<file path="src/rtl/bcg_pkg.sv">
package bcg_pkg;
  localparam int CFG_DIV_W = 10;
  localparam int CFG_PRE_W = 2;
  localparam int CFG_DEN_W = 5;

  typedef enum logic [1:0] {
    SRC_FRAC = 2'd0,
    SRC_NONE = 2'd1,
    SRC_TRIG = 2'd2,
    SRC_SEL  = 2'd3
  } src_sel_e;

  typedef enum logic [1:0] {
    QS_DIV  = 2'd0,
    QS_POST = 2'd1,
    QS_SCLK = 2'd2,
    QS_MCLK = 2'd3
  } q_sel_e;

  typedef struct packed {
    logic [1:0]           sclk_mode;   // [1] delay, [0] idle level
    logic                 mclk_idle;
    logic                 sclk_ext;
    logic [1:0]           rsv_hi;
    logic [CFG_DIV_W-1:0] div_factor;
    logic                 rsv_mid;
    logic [CFG_DEN_W-1:0] q_den;
    logic [CFG_PRE_W-1:0] q_pre;
    q_sel_e               q_sel;
    logic                 rsv_lo5;
    logic                 half_en;
    logic                 meas_en;
    logic                 rsv_lo2;
    src_sel_e             src;
  } cfg_t;
endpackage

</file>
<file path="src/rtl/bcg_edge_sync.sv">
module bcg_edge_sync #(
  parameter int STAGES = 2
) (
  input  logic clk,
  input  logic rst_n,
  input  logic raw,
  output logic lvl,
  output logic rise
);
  logic [STAGES-1:0] pipe;
  logic              prev;

  always_ff @(posedge clk or negedge rst_n) begin
    if (!rst_n) begin
      pipe <= '0;
      prev <= 1'b0;
    end else begin
      pipe <= {pipe[STAGES-2:0], raw};
      prev <= pipe[STAGES-1];
    end
  end

  assign lvl  = pipe[STAGES-1];
  assign rise = lvl & ~prev;


  rise_once_chk: assert property (@(posedge clk) disable iff (!rst_n)
    rise |=> !rise);
endmodule

</file>
<file path="src/rtl/bcg_clk_chain.sv">
module bcg_clk_chain #(
  parameter int DIV_W = 10
) (
  input  logic             clk,
  input  logic             rst_n,
  input  logic             src_tick,
  input  logic             half_en,
  input  logic             sel_follow,
  input  logic             sel_lvl,
  input  logic [DIV_W-1:0] div_factor,
  input  logic             sclk_delay,
  output logic             post_tick,
  output logic             div_tick,
  output logic             mclk_lvl,
  output logic             sclk_lvl,
  output logic             sclk_rise_evt
);
  logic             half_q;
  logic [DIV_W-1:0] div_cnt;
  logic             div_wrap;
  logic             sclk_q;
  logic             sclk_d;

  assign post_tick = src_tick & (~half_en | half_q);
  assign div_wrap  = (div_cnt >= div_factor);
  assign div_tick  = post_tick & div_wrap;

  always_ff @(posedge clk or negedge rst_n) begin
    if (!rst_n) begin
      half_q  <= 1'b0;
      div_cnt <= '0;
      sclk_q  <= 1'b0;
      sclk_d  <= 1'b0;
    end else begin
      if (src_tick) half_q <= ~half_q;
      if (post_tick) begin
        if (div_wrap) div_cnt <= '0;
        else          div_cnt <= div_cnt + 1'b1;
      end
      if (div_tick) sclk_q <= ~sclk_q;
      sclk_d <= sclk_q;
    end
  end

  assign mclk_lvl      = sel_follow ? sel_lvl : half_q;
  assign sclk_lvl      = sclk_delay ? sclk_d : sclk_q;
  assign sclk_rise_evt = div_tick & ~sclk_q;


  sclk_hold_chk: assert property (@(posedge clk) disable iff (!rst_n)
    !div_tick |=> $stable(sclk_q));

  div_wrap_chk: assert property (@(posedge clk) disable iff (!rst_n)
    div_tick |=> (div_cnt == '0));
endmodule

</file>
<file path="src/rtl/bcg_meas.sv">
module bcg_meas #(
  parameter int W = 10
) (
  input  logic         clk,
  input  logic         rst_n,
  input  logic         en,
  input  logic         step,
  input  logic         trig,
  output logic [W-1:0] cap,
  output logic         shift_evt
);
  localparam logic [W-1:0] MAXV = {W{1'b1}};
  logic [W-1:0] cnt;

  always_ff @(posedge clk or negedge rst_n) begin
    if (!rst_n) begin
      cnt       <= '0;
      cap       <= '0;
      shift_evt <= 1'b0;
    end else if (!en) begin
      cnt       <= '0;
      shift_evt <= 1'b0;
    end else if (trig) begin
      cap       <= cnt;
      cnt       <= '0;
      shift_evt <= 1'b1;
    end else begin
      shift_evt <= 1'b0;
      if (step && cnt != MAXV) cnt <= cnt + 1'b1;
    end
  end


  meas_sat_chk: assert property (@(posedge clk) disable iff (!rst_n)
    (en && !trig && cnt == MAXV) |=> (cnt == MAXV));

  meas_cap_chk: assert property (@(posedge clk) disable iff (!rst_n)
    (en && trig) |=> (shift_evt && cap == $past(cnt)));

  meas_off_chk: assert property (@(posedge clk) disable iff (!rst_n)
    !en |=> ($stable(cap) && !shift_evt));
endmodule

</file>
<file path="src/rtl/bcg_quanta.sv">
module bcg_quanta #(
  parameter int PRE_W = 2,
  parameter int DEN_W = 5
) (
  input  logic             clk,
  input  logic             rst_n,
  input  logic             evt,
  input  logic [PRE_W-1:0] pre,
  input  logic [DEN_W-1:0] den,
  output logic             tq_tick
);
  logic [PRE_W-1:0] pre_cnt;
  logic [DEN_W-1:0] den_cnt;
  logic             pre_wrap;
  logic             den_wrap;

  assign pre_wrap = evt & (pre_cnt >= pre);
  assign den_wrap = pre_wrap & (den_cnt >= den);

  always_ff @(posedge clk or negedge rst_n) begin
    if (!rst_n) begin
      pre_cnt <= '0;
      den_cnt <= '0;
      tq_tick <= 1'b0;
    end else begin
      if (evt) pre_cnt <= pre_wrap ? '0 : pre_cnt + 1'b1;
      if (pre_wrap) den_cnt <= den_wrap ? '0 : den_cnt + 1'b1;
      tq_tick <= den_wrap;
    end
  end


  tq_src_chk: assert property (@(posedge clk) disable iff (!rst_n)
    tq_tick |-> $past(evt));
endmodule

</file>
<file path="src/rtl/serial_bitclk_gen.sv">
module serial_bitclk_gen
  import bcg_pkg::*;
#(
  parameter int MEAS_W      = 10,
  parameter int SYNC_STAGES = 2
) (
  input  logic              clk,
  input  logic              rst_n,
  input  logic [31:0]       cfg_word,
  input  logic              frac_tick,
  input  logic              trig0,
  input  logic              trig1_async,
  input  logic              sel1_async,
  input  logic              ext_sclk,
  output logic              mclk_out,
  output logic              sclk_out,
  output logic              tq_tick,
  output logic [MEAS_W-1:0] meas_value,
  output logic              shift_evt
);
  localparam int NPINS = 2;
  localparam int PIN_TRIG = 0;
  localparam int PIN_SEL  = 1;

  cfg_t cfg;
  assign cfg = cfg_t'(cfg_word);

  logic [NPINS-1:0] pin_raw, pin_lvl, pin_rise;
  assign pin_raw = {sel1_async, trig1_async};

  for (genvar g = 0; g < NPINS; g++) begin : g_sync
    bcg_edge_sync #(.STAGES(SYNC_STAGES)) u_sync (
      .clk  (clk),
      .rst_n(rst_n),
      .raw  (pin_raw[g]),
      .lvl  (pin_lvl[g]),
      .rise (pin_rise[g])
    );
  end

  logic src_tick;
  always_comb begin
    case (cfg.src)
      SRC_FRAC: src_tick = frac_tick;
      SRC_TRIG: src_tick = pin_rise[PIN_TRIG];
      SRC_SEL:  src_tick = pin_rise[PIN_SEL];
      default:  src_tick = 1'b0;
    endcase
  end

  logic post_tick, div_tick, mclk_lvl, sclk_lvl, sclk_rise_evt;
  logic sel_follow;
  assign sel_follow = (cfg.src == SRC_SEL) && !cfg.half_en;

  bcg_clk_chain #(.DIV_W(CFG_DIV_W)) u_chain (
    .clk          (clk),
    .rst_n        (rst_n),
    .src_tick     (src_tick),
    .half_en      (cfg.half_en),
    .sel_follow   (sel_follow),
    .sel_lvl      (pin_lvl[PIN_SEL]),
    .div_factor   (cfg.div_factor),
    .sclk_delay   (cfg.sclk_mode[1]),
    .post_tick    (post_tick),
    .div_tick     (div_tick),
    .mclk_lvl     (mclk_lvl),
    .sclk_lvl     (sclk_lvl),
    .sclk_rise_evt(sclk_rise_evt)
  );

  logic mclk_prev;
  always_ff @(posedge clk or negedge rst_n) begin
    if (!rst_n) mclk_prev <= 1'b0;
    else        mclk_prev <= mclk_lvl;
  end

  logic q_evt;
  always_comb begin
    case (cfg.q_sel)
      QS_DIV:  q_evt = div_tick;
      QS_POST: q_evt = post_tick;
      QS_SCLK: q_evt = sclk_rise_evt;
      default: q_evt = mclk_lvl & ~mclk_prev;
    endcase
  end

  bcg_quanta #(.PRE_W(CFG_PRE_W), .DEN_W(CFG_DEN_W)) u_quanta (
    .clk    (clk),
    .rst_n  (rst_n),
    .evt    (q_evt),
    .pre    (cfg.q_pre),
    .den    (cfg.q_den),
    .tq_tick(tq_tick)
  );

  bcg_meas #(.W(MEAS_W)) u_meas (
    .clk      (clk),
    .rst_n    (rst_n),
    .en       (cfg.meas_en),
    .step     (post_tick),
    .trig     (trig0 | pin_rise[PIN_TRIG]),
    .cap      (meas_value),
    .shift_evt(shift_evt)
  );

  assign mclk_out = mclk_lvl ^ cfg.mclk_idle;
  assign sclk_out = (cfg.sclk_ext ? ext_sclk : sclk_lvl) ^ cfg.sclk_mode[0];

  cfg_rsv_chk: assert property (@(posedge clk) disable iff (!rst_n)
    (cfg.rsv_hi == 2'b00) && !cfg.rsv_mid && !cfg.rsv_lo5 && !cfg.rsv_lo2);
endmodule

</file>
<file path="config.mk">
export PLATFORM = sky130hd
export DESIGN_NAME = serial_bitclk_gen
export DESIGN_NICKNAME = d
export VERILOG_FILES = /design/src/rtl/bcg_pkg.sv /design/src/rtl/bcg_edge_sync.sv /design/src/rtl/bcg_clk_chain.sv /design/src/rtl/bcg_meas.sv /design/src/rtl/bcg_quanta.sv /design/src/rtl/serial_bitclk_gen.sv
export SDC_FILE = /design/constraint.sdc
export NUM_CORES = 1
export LEC_CHECK = 0
export CORE_UTILIZATION = 47
export DETAILED_ROUTE_END_ITERATION = 7
export PLACE_DENSITY = 0.79
export SLEW_MARGIN = 20
export SYNTH_ARGS = -nofsm -noshare
export SYNTH_HDL_FRONTEND = slang
export SYNTH_SLANG_ARGS = --single-unit
</file>
<file path="constraint.sdc">
create_clock -name clk -period 2.1 [get_ports clk]
set_clock_uncertainty 0.15 [all_clocks]
set_input_delay 0.315 -clock clk [delete_from_list [all_inputs] [get_ports clk]]
set_output_delay 0.315 -clock clk [all_outputs]
set_load 0.01 [all_outputs]
</file>
==> flow_metrics.py <==
metrics = {
    "status": {
        "status": "finished, violations left",
        "failed_checks": "setup timing",
    },
    "sta": {
        "setup_viol": 3,
        "max_freq_mhz": 461,
        "min_period_ns": 2.17,
        "fin_ws_ns": -0.0694,
        "tightestPinTransition_ns": 0.613,
        "maxSlewHeadroom": 0.592,
        "hold_violations": 0,
        "period_share": 1.03,
        "drv_slew": 0,
        "rsz0062_at_grt": "yes",
        "whs_ns": 0.206,
    },
    "worst_setup_path": {
        "cp-startpoint": "u_chain.div_cnt[7]",
        "critical_path_arrival_ns": 2.22,
        "r2r_cells": 8,
        "cp-start-kind": "flip-flop",
        "worstPathRequired_ns": 2.15,
        "timing.critical_path.to": "u_quanta.pre_cnt[0]",
        "path_class": "reg2reg",
        "timing.rr.end": "u_quanta.pre_cnt[0]",
        "rrSetupSlack_ns": -0.07,
        "r2r-start": "u_chain.div_cnt[7]",
        "cp-end-kind": "flip-flop",
        "path_max_fanout": 4,
    },
    "die": {
        "rows": 27,
        "die_x_um": 77.2,
        "die_h_um": 77.2,
        "top_level_ports": 53,
        "core_um2": 5470,
        "die-area_um2": 5950,
        "initial_utilization": 0.485,
    },
    "power_and_ir_drop": {
        "ir_drop_mv": 0.435,
        "power_density_nw_per_um2": 725,
        "p_leak_nw": 1.72,
    },
    "clocking": {
        "cts_tree": "done",
        "clk_pin_slew_ns": 0.09,
        "insertion_delay_ns": 0.30,
        "htreeDepth": 2,
        "cts.sinks": 49,
        "cts_root_buffer": "clkbuf_8",
        "cts_buffers": 5,
        "clock_tree.buffer_depth": 2,
    },
    "min_path": {
        "hold_depth": 0,
        "worstHoldPathType": "reg2reg",
    },
    "yosys": {
        "synth.distinct_cells": 44,
        "synth-async-reset-ratio": 1.00,
        "ys_seq_area_frac": 0.462,
        "synth-edff-count": 0,
        "syn_area_per_cell_um2": 9.73,
        "synthTopCellsByArea": "dfrtp_1 (46%), ha_1 (9.4%), nand2_1 (5.2%), xor2_1 (4.0%), inv_1 (3.5%)",
        "syn_area_um2": 2660,
        "synth_fp_nets": 332,
        "ys.flop_type": "dfrtp_1",
        "syn_inst": 273,
        "synth_area_leader_cell": "dfrtp_1",
        "ys_seq_elements": 49,
        "yosysWarnings": 0,
        "yosys.area.top_type_share": 0.462,
    },
    "route": {
        "postRouteAntennaNets": 0,
        "post_drt_wl_per_cell_um": 13.4,
        "drt_first_pass_iters": 5,
        "via_per_inst": 5.25,
        "drc": 0,
        "num_vias": 2238,
        "dr.first_iter.drc_count": 110,
        "routed_wl_mm": 5.71,
    },
    "global_routing": {
        "grt_pass1_vias": 2154,
        "grt_max_degree": 27,
        "grt_antenna_before_repair": 0,
        "grt_pass1_wl_mm": 9.22,
        "grt-ovfl-total": 0,
        "grt_usage": 0.195,
    },
    "cells_and_area": {
        "stdcell_area_um2": 3680,
        "synthToLayoutAreaGrowth_pct": 38.7,
        "antennaDiodeCount": 0,
        "drive_gt1_frac": 0.195,
        "finalNetCount": 412,
        "nFillCells": 462,
        "seqCellArea_um2": 1230,
        "multi_input_area_um2": 1460,
        "final_cells": 426,
    },
    "placed_design": {
        "port_buffers": 47,
        "dp_hpwl_mm": 3.94,
        "place_inst": 414,
        "place_ws_ns": -0.540,
        "routabilityCongestion": 0.777,
        "dpl_cell_area_um2": 3400,
    },
    "run": {
        "maxCapViolations": 0,
    },
}
==> sequential cells by signal (all words and copies together), names as in the netlist <==
signal and cells:
u_chain.div_cnt 10, u_meas.cap 10, u_meas.cnt 10, u_quanta.den_cnt 5, g_sync.u_sync.pipe 4, g_sync.u_sync.prev 2, u_quanta.pre_cnt 2, mclk_prev 1
u_chain.half_q 1, u_chain.sclk_d 1, u_chain.sclk_q 1, u_meas.shift_evt 1, u_quanta.tq_tick 1
==> area by class of cell <==
| class | count | area share |
|---|---|---|
| tap | 72 | 0.0245 |
| timing repair buffer | 76 | 0.194 |
| clock inverter | 2 | 0.00374 |
| sequential | 49 | 0.333 |
| multi-input combinational | 195 | 0.396 |
| clock buffer | 6 | 0.0224 |
| inverter | 26 | 0.0265 |
==> cells by family after synthesis <==
kind of cell / synth area share
simple gates: 0.199
fa+ha+maj: 0.0943
flops: 0.462
mux: 0.0212
buf+inv: 0.0429
compound gates: 0.118
xor+xnor: 0.0627
==> metal layers <==
| layer | part of all wire | routed length [um] | track usage | up-vias |
|---|---|---|---|---|
| met4 | 0.010 | 59 | 0.0509 | 0 |
| met5 | 0 | 0 | 0 | - |
| li1 | - | - | - | 1100 |
| met2 | 0.53 | 3010 | 0.360 | 51 |
| met3 | 0.037 | 214 | 0.0357 | 7 |
| met1 | 0.42 | 2430 | 0.229 | 1080 |
==> through the flow <==
stage	TNS (ns)	power, W	utilization
2_1_floorplan	0	0.00166	-
3_5_place_dp	-9.79	0.00203	0.621
5_1_grt	-0.798	0.00285	0.673
3_3_place_gp	-8.94	0.00198	0.621
4_1_cts	0	0.00263	0.662
6_report	-0.137	0.00267	0.673
==> cells in the mapped netlist, types with 2 or more instances <==
master and count:
a211oi_1 3, a21o_1 2, a21oi_1 7, and3_1 6, dfrtp_1 49, ha_1 20, inv_1 25, mux2i_1 3
nand2_1 37, nand2b_1 2, nand3_1 14, nand4_1 6, nor2_1 24, nor2b_1 6, nor3_1 2, o211ai_1 8
o21ai_0 13, or3_1 3, xnor2_1 7, xor2_1 12
==> worst min path at each step <==
stage               slack [ns]                startpoint                        to
finish                    0.21  g_sync[0].u_sync.pipe[0]  g_sync[0].u_sync.pipe[1]
global route              0.22  g_sync[1].u_sync.pipe[0]  g_sync[1].u_sync.pipe[1]
CTS                       0.21  g_sync[0].u_sync.pipe[0]  g_sync[0].u_sync.pipe[1]
detailed placement        0.19  g_sync[0].u_sync.pipe[0]  g_sync[0].u_sync.pipe[1]
global placement          0.18  g_sync[1].u_sync.pipe[0]  g_sync[1].u_sync.pipe[1]
floorplan                -0.13                     rst_n  g_sync[0].u_sync.pipe[0]
==> timing repair <==
item                                   in CTS  in global routing
endpoints found under the hold margin      25                  0
gates resized for setup                    33                 15
setup buffers                               2                  1
setup endpoints to repair                  13                 19
hold buffers                                1                  0
pin swaps                                  15                 14
gates cloned                                0                  0
==> placed cells by master (no fill, tap or decap), drive strengths merged, types with 2 or more instances in the layout <==
cell type	instances
o21ai	13
o211ai	8
nor3	2
a211oi	3
and3	6
mux2i	3
nand3	14
inv	25
dlygate4sd2	10
clkinv	3
nor2	25
dfrtp	49
a31oi	2
nand2b	2
ha	20
mux2	2
nand2	37
xor2	12
buf	30
clkbuf	6
a21oi	7
a21o	2
xnor2	7
dlymetal6s2s	2
clkdlybuf4s50	33
nand4	6
nor2b	6
or3	3
a21boi	2
==> worst max-delay path, stage by stage (launching register included) <==
cell	delay (ns)
dfrtp_1	0.43
ha_4	0.28
nand4_1	0.14
a211oi_1	0.29
nor3_2	0.07
buf_4	0.17
a21boi_2	0.17
a21boi_1	0.09
mux2_2	0.28
==> power breakdown <==
part	leakage (nW)	total (W)	switching [W]	internal, W
combinational	1.03	0.000878	0.000425	0.000452
clock	0.0512	0.000585	0.000318	0.000267
sequential	0.641	0.00121	0.000132	0.00108
total	1.72	0.00267	0.000875	0.00180
No activity file was read; power rests on OpenSTA's default activity.
